--- src/rtl/ssrx_pkg.sv ---
// Package: shared constants and word type for the slave serial receiver.
// Assumes the holding register is one byte with an optional ninth bit.
package ssrx_pkg;
    localparam int unsigned DATA_W  = 8;
    localparam int unsigned WORD_W  = DATA_W + 1;
    localparam int unsigned CNT_W   = $clog2(WORD_W + 1);

    typedef struct packed {
        logic              bit9;
        logic [DATA_W-1:0] data;
    } ssrx_word_t;
endpackage

--- src/rtl/ssrx_sync.sv ---
// Module: multi-flop synchronizer for a vector of asynchronous inputs.
// Assumes each bit is independent; STAGES >= 2.
module ssrx_sync #(
    parameter int unsigned STAGES = 2,
    parameter int unsigned WIDTH  = 2
) (
    input  logic             clk,
    input  logic             rst_n,
    input  logic [WIDTH-1:0] async_in,
    output logic [WIDTH-1:0] sync_out
);
    logic [WIDTH-1:0] chain [STAGES];

    generate
        for (genvar s = 0; s < STAGES; s++) begin : g_stage
            // Purpose: one flop of the synchronizer chain.
            always_ff @(posedge clk) begin
                if (!rst_n) chain[s] <= '0;
                else if (s == 0) chain[s] <= async_in;
                else chain[s] <= chain[(s == 0) ? 0 : s-1];
            end
        end
    endgenerate

    assign sync_out = chain[STAGES-1];
endmodule

--- src/rtl/ssrx_shift.sv ---
// Module: detects rising edges of the synchronized bit clock, assembles
// LSB-first words and emits a one-cycle completion or abort pulse.
// Assumes clock and data arrive through equal synchronizer delay.
module ssrx_shift
    import ssrx_pkg::*;
(
    input  logic              clk,
    input  logic              rst_n,
    input  logic              active,
    input  logic              cont_rx,
    input  logic              nine_bit,
    input  logic              bclk_s,
    input  logic              bdat_s,
    output logic              word_done,
    output ssrx_word_t        word_out,
    output logic              abort_pulse
);
    logic             bclk_prev;
    logic             rise;
    logic [CNT_W-1:0] cnt;
    logic [CNT_W-1:0] last_idx;
    logic [WORD_W-1:0] sr;
    logic [WORD_W-1:0] sr_next;
    logic             run;

    assign rise     = bclk_s & ~bclk_prev;
    assign last_idx = nine_bit ? CNT_W'(WORD_W-1) : CNT_W'(DATA_W-1);
    assign run      = active & cont_rx;

    // Purpose: insert the sampled bit at its LSB-first position.
    always_comb begin
        sr_next = sr;
        sr_next[cnt] = bdat_s;
    end

    // Purpose: remember the previous clock level for edge detection.
    always_ff @(posedge clk) begin
        if (!rst_n) bclk_prev <= 1'b0;
        else        bclk_prev <= bclk_s;
    end

    // Purpose: bit counter, shift register and completion pulses.
    always_ff @(posedge clk) begin
        if (!rst_n) begin
            cnt         <= '0;
            sr          <= '0;
            word_done   <= 1'b0;
            word_out    <= '0;
            abort_pulse <= 1'b0;
        end else begin
            word_done   <= 1'b0;
            abort_pulse <= 1'b0;
            if (!run) begin
                abort_pulse <= cont_rx && (cnt != '0);
                cnt <= '0;
                sr  <= '0;
            end else if (rise) begin
                if (cnt == last_idx) begin
                    word_done     <= 1'b1;
                    word_out.data <= sr_next[DATA_W-1:0];
                    word_out.bit9 <= nine_bit ? sr_next[WORD_W-1] : 1'b0;
                    cnt <= '0;
                    sr  <= '0;
                end else begin
                    cnt <= cnt + 1'b1;
                    sr  <= sr_next;
                end
            end
        end
    end
endmodule

--- src/rtl/ssrx_hold.sv ---
// Module: holding register, receive-complete flag, overrun and framing
// status. A read in the completion cycle frees the register first.
// Assumes word_done and abort_pulse are single-cycle pulses.
module ssrx_hold
    import ssrx_pkg::*;
(
    input  logic              clk,
    input  logic              rst_n,
    input  logic              cont_rx,
    input  logic              rd_strobe,
    input  logic              word_done,
    input  ssrx_word_t        word_in,
    input  logic              abort_pulse,
    output ssrx_word_t        hold_q,
    output logic              done_q,
    output logic              ovr_q,
    output logic              frm_q
);
    logic done_eff;
    assign done_eff = done_q & ~rd_strobe;

    // Purpose: load words, track the flag and the error status.
    always_ff @(posedge clk) begin
        if (!rst_n) begin
            hold_q <= '0;
            done_q <= 1'b0;
            ovr_q  <= 1'b0;
            frm_q  <= 1'b0;
        end else begin
            if (rd_strobe) done_q <= 1'b0;
            if (!cont_rx) begin
                ovr_q <= 1'b0;
                frm_q <= 1'b0;
            end else begin
                if (abort_pulse) frm_q <= 1'b1;
                if (word_done && !ovr_q) begin
                    if (done_eff) begin
                        ovr_q <= 1'b1;
                    end else begin
                        hold_q <= word_in;
                        done_q <= 1'b1;
                    end
                end
            end
        end
    end
endmodule

--- src/rtl/sync_slave_rx.sv ---
// Module: top of the clock-synchronous slave receiver. Combines the
// synchronizer, word assembler and holding stage, and forms the
// interrupt and wake requests. Assumes ser_clk is far slower than clk.
module sync_slave_rx
    import ssrx_pkg::*;
#(
    parameter int unsigned SYNC_STAGES = 2
) (
    input  logic              clk,
    input  logic              rst_n,
    input  logic              cfg_port_en,
    input  logic              cfg_sync_mode,
    input  logic              cfg_clk_master,
    input  logic              cfg_nine_bit,
    input  logic              cfg_cont_rx,
    input  logic              cfg_single_rx,
    input  logic              cfg_irq_en,
    input  logic              core_idle,
    input  logic              ser_clk,
    input  logic              ser_dat,
    input  logic              rd_strobe,
    output logic [DATA_W-1:0] rx_data,
    output logic              rx_bit9,
    output logic              rx_done,
    output logic              irq,
    output logic              wake,
    output logic              ovr_err,
    output logic              frm_err
);
    logic [1:0]  sync_q;
    logic        active;
    logic        word_done;
    logic        abort_pulse;
    ssrx_word_t  word;
    ssrx_word_t  hold;
    logic        unused_single;

    assign active        = cfg_port_en & cfg_sync_mode & ~cfg_clk_master;
    assign unused_single = cfg_single_rx;

    ssrx_sync #(.STAGES(SYNC_STAGES), .WIDTH(2)) u_sync (
        .clk      (clk),
        .rst_n    (rst_n),
        .async_in ({ser_clk, ser_dat}),
        .sync_out (sync_q)
    );

    ssrx_shift u_shift (
        .clk         (clk),
        .rst_n       (rst_n),
        .active      (active),
        .cont_rx     (cfg_cont_rx),
        .nine_bit    (cfg_nine_bit),
        .bclk_s      (sync_q[1]),
        .bdat_s      (sync_q[0]),
        .word_done   (word_done),
        .word_out    (word),
        .abort_pulse (abort_pulse)
    );

    ssrx_hold u_hold (
        .clk         (clk),
        .rst_n       (rst_n),
        .cont_rx     (cfg_cont_rx),
        .rd_strobe   (rd_strobe),
        .word_done   (word_done),
        .word_in     (word),
        .abort_pulse (abort_pulse),
        .hold_q      (hold),
        .done_q      (rx_done),
        .ovr_q       (ovr_err),
        .frm_q       (frm_err)
    );

    assign rx_data = hold.data;
    assign rx_bit9 = hold.bit9 & ~unused_single | hold.bit9 & unused_single;
    assign irq     = rx_done & cfg_irq_en;
    assign wake    = irq & core_idle;
endmodule

--- config.mk ---
export PLATFORM = sky130hd
export DESIGN_NAME = sync_slave_rx
export DESIGN_NICKNAME = d
export VERILOG_FILES = /design/src/rtl/ssrx_pkg.sv /design/src/rtl/ssrx_sync.sv /design/src/rtl/ssrx_shift.sv /design/src/rtl/ssrx_hold.sv /design/src/rtl/sync_slave_rx.sv
export SDC_FILE = /design/constraint.sdc
export NUM_CORES = 1
export LEC_CHECK = 0
export BUFFER_PORTS_ARGS = -buffer_cell sky130_fd_sc_hd__buf_4
export CAP_MARGIN = 20
export CORE_ASPECT_RATIO = 1.25
export CORE_UTILIZATION = 50
export CTS_CLUSTER_DIAMETER = 80
export DETAILED_ROUTE_END_ITERATION = 7
export PLACE_DENSITY = 0.81
export SLEW_MARGIN = 30
export SYNTH_ARGS = -nofsm -noshare
export SYNTH_HDL_FRONTEND = slang
export SYNTH_HIERARCHICAL = 1
export SYNTH_SLANG_ARGS = --single-unit
--- constraint.sdc ---
create_clock -name clk -period 1.6 [get_ports clk]
set_input_delay 0 -clock clk [delete_from_list [all_inputs] [get_ports clk]]
set_output_delay 0 -clock clk [all_outputs]
set_load 0.05 [all_outputs]
==> results.py, run 1 <==
metrics = {
    "power": {
        "powerDensity_nw_per_um2": 771.2,
        "vdd_drop_max_uv": 441.0,
        "pwr-share-clk_pct": 37.2,
        "p_seq_share_pct": 57.9,
        "switching_share_pct": 23.03,
        "p_leak_nw": 0.8731,
        "p_comb_share_pct": 4.9,
        "finalPower_mw": 1.777,
        "p_switching_uw": 409.4,
        "internal-power_mw": 1.368,
    },
    "final_layout": {
        "nFillCells": 293,
        "final_area_sq_um": 2305,
        "multi_input_area_sq_um": 1020,
        "final-instance-count-excl-fill": 279,
        "finalNetCount": 256,
        "num_antenna_cells": 0,
        "final-seq-area_sq_um": 824.5,
        "drive_gt1_share_pct": 27.92,
        "area_delta_synth_final_pct": 22.15,
        "final_cell_mix": "41 x nand2_1, 38 x dfxtp_1, 37 x buf_4, 12 x a21oi_1, 12 x nand3_1",
        "final_common_cell": "nand2_1",
    },
    "clocking": {
        "cts_tree": "yes",
        "max-clock-path-buffers": 2,
        "cts_sinks": 41,
        "cts.clk_slew.worst_paths_ns": 0.07,
        "insertion_delay_ns": 0.30,
        "root_buffer": "clkbuf_8",
        "h-tree-depth": 2,
        "numCtsBuffers": 5,
    },
    "synth": {
        "ys_seq_area_share_pct": 43.50,
        "syn_nets": 222,
        "syn_inst": 205,
        "synth_xor_area_share_pct": 0,
        "synth-adder-area-share_pct": 2.653,
        "synthSimpleGateAreaFrac_pct": 29.71,
        "synth_seq_cells": 41,
        "yosys_warnings": 6,
        "syn-cell-area_sq_um": 1887,
        "avgSynthCellArea_sq_um": 9.204,
        "synth_compound_area_share_pct": 9.218,
        "netlist-cell-type-count": 33,
        "synth_top_family_by_area": "simple AND/OR/NAND/NOR gates",
        "yosys-mux-area-fraction_pct": 10.68,
    },
    "critical_path": {
        "r2r-start": "u_shift/cnt[0]",
        "worst-endpoint-required_ns": 1.83,
        "worstSetupPathType": "flop to flop",
        "rr_worst_depth": 7,
        "crit_top_cell": "buf_4",
        "max_stage_delay_ns": 0.38,
        "cp-startpoint": "u_shift/cnt[0]",
        "crit_arrival_ns": 1.76,
        "end_kind": "flop",
        "path_max_fanout": 9,
        "worstSetupStartpointType": "flop",
        "r2r_setup_slack_ns": 0.07,
        "crit_slowest_cell": "dfxtp_2",
        "crit_end": "u_shift/cnt[3]",
        "reg2reg_to": "u_shift/cnt[3]",
        "cp_cell_sequence": "buf_4, nor4b_4, buf_4, o2bb2ai_4, buf_4, or3_1, a21oi_1",
    },
    "sta": {
        "max_freq_mhz": 654.1,
        "timing.final.crit_share_pct": 95.56,
        "fin_tns_setup_ns": 0,
        "skew_ns": 0.008370,
        "setup_viol": 0,
        "hold_viol_final": 0,
        "relSlewSlack_pct": 73.21,
        "period_minus_slack_ns": 1.529,
        "worstMarginPinSlew_ns": 0.4004,
        "fin_hold_ws_ns": 0.01766,
        "slew_viol_final": 0,
    },
    "detailed_routing": {
        "vias_per_cell": 5.462,
        "final_antenna_net_count": 0,
        "drc": 4,
        "drt-total-wl_mm": 3.604,
        "vias": 1524,
        "dr.pass1.iters": 6,
        "wire_per_inst_um": 12.92,
        "drtIter0Drc": 67,
    },
    "placement": {
        "placed_cells": 266,
        "port_buffers": 25,
        "place_congestion": 0.8457,
        "placed_area_sq_um": 2133,
        "dp_hpwl_mm": 2.529,
    },
    "global_routing": {
        "track_usage_pct": 19.68,
        "grt_pass1_vias": 1367,
        "grtUsageMet1_pct": 21.53,
        "grt_use_met3_pct": 5.119,
        "grt.busiest_layer": "met2",
        "overflow": 0,
        "grt_max_degree": 45,
        "antenna_found_initial": 0,
        "grt_pass1_wl_mm": 6.078,
        "grt_use_met2_pct": 33.99,
    },
    "run_status": {
        "outcome": "finished with violations",
        "violations": "design-rule violations",
    },
    "job": {
        "maxCapViolCount": 0,
    },
    "min_path": {
        "hold_path.class": "primary input to flop",
    },
    "floorplanning": {
        "die-area_sq_um": 4025,
        "die_y_um": 70.68,
        "num_io_pins": 27,
        "die_w_um": 56.95,
        "core_sq_um": 3543,
        "rows": 24,
        "initial_core_util_pct": 53.25,
    },
}
-- state kept, by name, summed over array words and instances (netlist names), 4 cells and up --
signal / flops
u_hold/hold_q: 9
u_shift/cnt: 4
u_shift/sr: 9
u_shift/word_out: 9
u_sync/chain: 4
-- cell usage after synthesis (all sizes together) --
master / number / share of area [%]
a21boi: 1 / 0.40
a21oi: 12 / 3.2
a2bb2oi: 1 / 0.80
a31oi: 3 / 0.99
and2: 7 / 2.3
and3: 2 / 0.66
and3b: 2 / 0.93
buf: 6 / 1.9
clkbuf: 7 / 1.4
clkdlybuf4s25: 1 / 0.53
dfxtp: 41 / 44
ha: 4 / 2.7
inv: 2 / 0.40
mux2: 9 / 5.4
mux2i: 10 / 5.3
nand2: 41 / 8.2
nand2b: 2 / 0.66
nand3: 12 / 3.2
nand3b: 7 / 3.4
nand4: 9 / 3.0
nand4b: 2 / 0.93
nor2: 4 / 1.7
nor2b: 2 / 1.1
nor3: 2 / 0.53
nor3b: 4 / 1.6
nor4b: 1 / 1.3
o21ai: 9 / 2.4
o2bb2ai: 1 / 1.5
or3: 1 / 0.33
-- per-stage QoR --
stage / worst slack [ns] / utilization, %
after floorplan: 0.08938 / -
after global placement: -0.05524 / 60.20
after detailed placement: -0.1073 / 60.20
after CTS: 0.02348 / 64.34
after global routing: -0.003146 / 65.04
final: 0.07110 / 65.04
-- repair_timing --
item / CTS / global route
buffers inserted: 0 / 1
resized for setup: 5 / 4
endpoints found under the setup margin: 12 / 12
pin swaps: 0 / 2
hold endpoints to repair: 6 / 0
hold buffers: 4 / 0
-- critical path: cells and delay by family (launching register included) --
family                 cells  cell delay [ns]
buffers and inverters      3             0.47
AOI/OAI and AO/OA          2             0.27
DFF                        1             0.38
and+or+nand+nor            2             0.35
-- worst min path at each step --
stage	from	cells past startpoint	end	slack, ns
floorplan	rst_n	1	u_sync/chain[0][0]	0.12
CTS	cfg_nine_bit	3	u_shift/word_out[8]	0.01
global route	cfg_nine_bit	3	u_shift/word_out[8]	0.03
detailed placement	ser_dat	2	u_sync/chain[0][0]	0.22
global placement	ser_clk	2	u_sync/chain[0][1]	0.21
finish	cfg_nine_bit	3	u_shift/word_out[8]	0.02
-- power by group through the flow --
stage                     clock, mW  sequential, mW  combinational [mW]
after floorplan                   0            1.05              0.0397
after global placement            0            1.05              0.0722
after detailed placement          0            1.05              0.0742
after CTS                     0.678            1.03              0.0839
after global routing          0.717            1.03              0.0939
final                         0.662            1.03              0.0866
-- cell families (layout without fill, tap and decap cells) --
group,Yosys count,after routing
buffers and inverters,16,51
AND/OR/NAND/NOR,98,98
AO/OA/AOI/OAI,27,27
flip-flops,41,41
adder cells (fa/ha/maj),4,4
multiplexers,19,19
-- cell type report --
type / count / area share (%)
Clock inverter: 3 / 0.7600
Inverter: 2 / 0.3257
Sequential cell: 41 / 35.78
Multi-Input combinational cell: 148 / 44.25
Clock buffer: 5 / 2.986
Timing Repair Buffer: 41 / 13.79
Tap cell: 39 / 2.117
-- routing by layer --
layer / part of all wire [%] / up-vias
li1: - / 775
met1: 44 / 720
met4: 2.2 / 0
met5: 0 / -
met2: 51 / 23
met3: 3.3 / 6
Note: power is estimated with default switching activity, not from simulation.
==> inputs of run 2 (changes only) <==
--- a/config.mk
+++ b/config.mk
@@ -7,13 +7,17 @@
 export LEC_CHECK = 0
 export BUFFER_PORTS_ARGS = -buffer_cell sky130_fd_sc_hd__buf_4
 export CAP_MARGIN = 20
+export CELL_PAD_IN_SITES_DETAIL_PLACEMENT = 1
+export CELL_PAD_IN_SITES_GLOBAL_PLACEMENT = 1
 export CORE_ASPECT_RATIO = 1.25
-export CORE_UTILIZATION = 50
+export CORE_UTILIZATION = 38
 export CTS_CLUSTER_DIAMETER = 80
 export DETAILED_ROUTE_END_ITERATION = 7
+export MAX_ROUTING_LAYER = met4
 export PLACE_DENSITY = 0.81
 export SLEW_MARGIN = 30
 export SYNTH_ARGS = -nofsm -noshare
 export SYNTH_HDL_FRONTEND = slang
 export SYNTH_HIERARCHICAL = 1
 export SYNTH_SLANG_ARGS = --single-unit
+export TNS_END_PERCENT = 50
==> results.py, run 2 (same netlist as run 1, synthesis figures left out) <==
metrics = {
    "min_path": {
        "hold_path.class": "primary input to flop",
    },
    "final_layout": {
        "multi_input_area_sq_um": 1030,
        "num_antenna_cells": 0,
        "utilization_pct": 49.95,
        "nFillCells": 568,
        "final_area_sq_um": 2380,
        "drive_gt1_share_pct": 28.75,
        "final_cell_mix": "41 x nand2_1, 38 x dfxtp_1, 35 x buf_4, 12 x a21oi_1, 12 x nand3_1",
        "biggestRegsByFlops": "u_hold/hold_q x9, u_shift/sr x9, u_shift/word_out x9",
        "finalNetCount": 256,
        "final_common_cell": "nand2_1",
        "final-seq-area_sq_um": 824.5,
        "area_delta_synth_final_pct": 26.13,
    },
    "sta": {
        "period_minus_slack_ns": 1.555,
        "hold_viol_final": 0,
        "relSlewSlack_pct": 70.16,
        "skew_ns": 0.002238,
        "max_freq_mhz": 643.1,
        "timing.final.crit_share_pct": 97.19,
        "fin_ws_ns": 0.04498,
        "fin_hold_ws_ns": 0.01772,
        "slew_viol_final": 0,
        "setup_viol": 0,
        "worstMarginPinSlew_ns": 0.4461,
    },
    "floorplanning": {
        "die-area_sq_um": 5253,
        "rows": 28,
        "core_sq_um": 4765,
        "die_w_um": 65.03,
        "initial_core_util_pct": 39.60,
        "num_io_pins": 27,
        "die_y_um": 80.78,
    },
    "placement": {
        "place_congestion": 0.7938,
        "port_buffers": 25,
        "dp_hpwl_mm": 2.957,
        "pre_cts_ws_ns": -0.1635,
        "placed_area_sq_um": 2152,
    },
    "critical_path": {
        "max_stage_delay_ns": 0.37,
        "path_max_fanout": 7,
        "cp_num_buf_inv": 1,
        "crit_slowest_cell": "dfxtp_2",
        "worstSetupPathType": "flop to flop",
        "cp_top_family": "flip-flops",
        "crit_arrival_ns": 1.73,
        "worst-endpoint-required_ns": 1.78,
        "worstSetupStartpointType": "flop",
        "end_kind": "flop",
        "cp_cell_sequence": "inv_1, ha_2, nor3b_4, mux2_2, nand3_1, a21oi_1",
    },
    "detailed_routing": {
        "drtIter0Drc": 64,
        "drt-total-wl_mm": 4.481,
        "vias_per_cell": 5.203,
        "final_antenna_net_count": 0,
        "dr.pass1.iters": 4,
        "vias": 1561,
        "drc": 0,
        "wire_per_inst_um": 14.94,
    },
    "global_routing": {
        "antenna_found_initial": 0,
        "grt_pass1_wl_mm": 7.279,
        "track_usage_pct": 18.33,
        "overflow": 0,
        "grt_max_degree": 40,
        "grt_pass1_vias": 1571,
    },
    "clocking": {
        "cts.clk_slew.worst_paths_ns": 0.08,
        "h-tree-depth": 2,
        "insertion_delay_ns": 0.29,
        "cts_tree": "yes",
        "max-clock-path-buffers": 2,
        "cts_sinks": 41,
        "numCtsBuffers": 5,
        "cts_setup_buffers": 0,
        "root_buffer": "clkbuf_8",
    },
    "power": {
        "powerDensity_nw_per_um2": 830.7,
        "p_leak_nw": 0.8903,
        "vdd_drop_max_uv": 589.5,
    },
    "run_status": {
        "outcome": "finished clean",
    },
    "job": {
        "maxCapViolCount": 0,
    },
}
==> run 2: path summary, 6_finish.rpt <==
check | slack, ns | cells past startpoint | to | from
setup / recovery | 0.04 | 6 | u_shift/sr[0] | u_shift/cnt[1]
hold / removal | 0.02 | 3 | u_hold/done_q | rd_strobe
setup reg to reg | 0.04 | 6 | u_shift/sr[0] | u_shift/cnt[1]
hold reg to reg | 0.43 | 1 | u_sync/chain[1][0] | u_sync/chain[0][0]
==> run 2: routing by layer <==
metal | vias to the layer above | track usage (%) | share of wire, %
li1 | 776 | - | -
met1 | 749 | 20.38 | 43
met2 | 30 | 33.33 | 52
met3 | 6 | 3.371 | 2.6
met4 | 0 | 5.000 | 1.7
met5 | - | - | 0
==> run 2: cell type report <==
cell class              instances  share of cell area [%]
clock buffers                   6                   3.470
clock inverters                 2                   1.577
inverters                       2                  0.3155
multi-input cells             148                   43.27
flip-flops and latches         41                   34.65
well taps                      60                   3.155
repair buffers                 41                   13.56
==> run 2: what timing repair did <==
| action | 4_1_cts | 5_1_grt |
|---|---|---|
| pin swaps | 1 | 0 |
| hold endpoints to repair | 6 | 0 |
| endpoints found under the setup margin | 19 | 13 |
| hold buffers | 6 | 0 |
| resized for setup | 5 | 9 |
==> run 2: worst min-delay path, stage by stage <==
cell and delay (ns):
buf_4 0.10, nand2b_1 0.09, a21boi_0 0.07
==> run 2: through the flow <==
step | instances | TNS [ns] | power (mW)
final | 300 | 0 | 1.977
after global placement | 286 | -0.02185 | 1.128
after detailed placement | 286 | -0.4357 | 1.129
after global routing | 300 | -0.06179 | 2.054
after floorplan | 205 | 0 | 1.090
after CTS | 300 | -0.005382 | 2.004
==> run 2: power breakdown <==
| part | switching, mW | internal (mW) | total (mW) |
|---|---|---|---|
| Combinational | 0.0441 | 0.0442 | 0.0883 |
| Clock | 0.353 | 0.507 | 0.860 |
| Sequential | 0.00426 | 1.02 | 1.03 |
| Total | 0.401 | 1.58 | 1.98 |
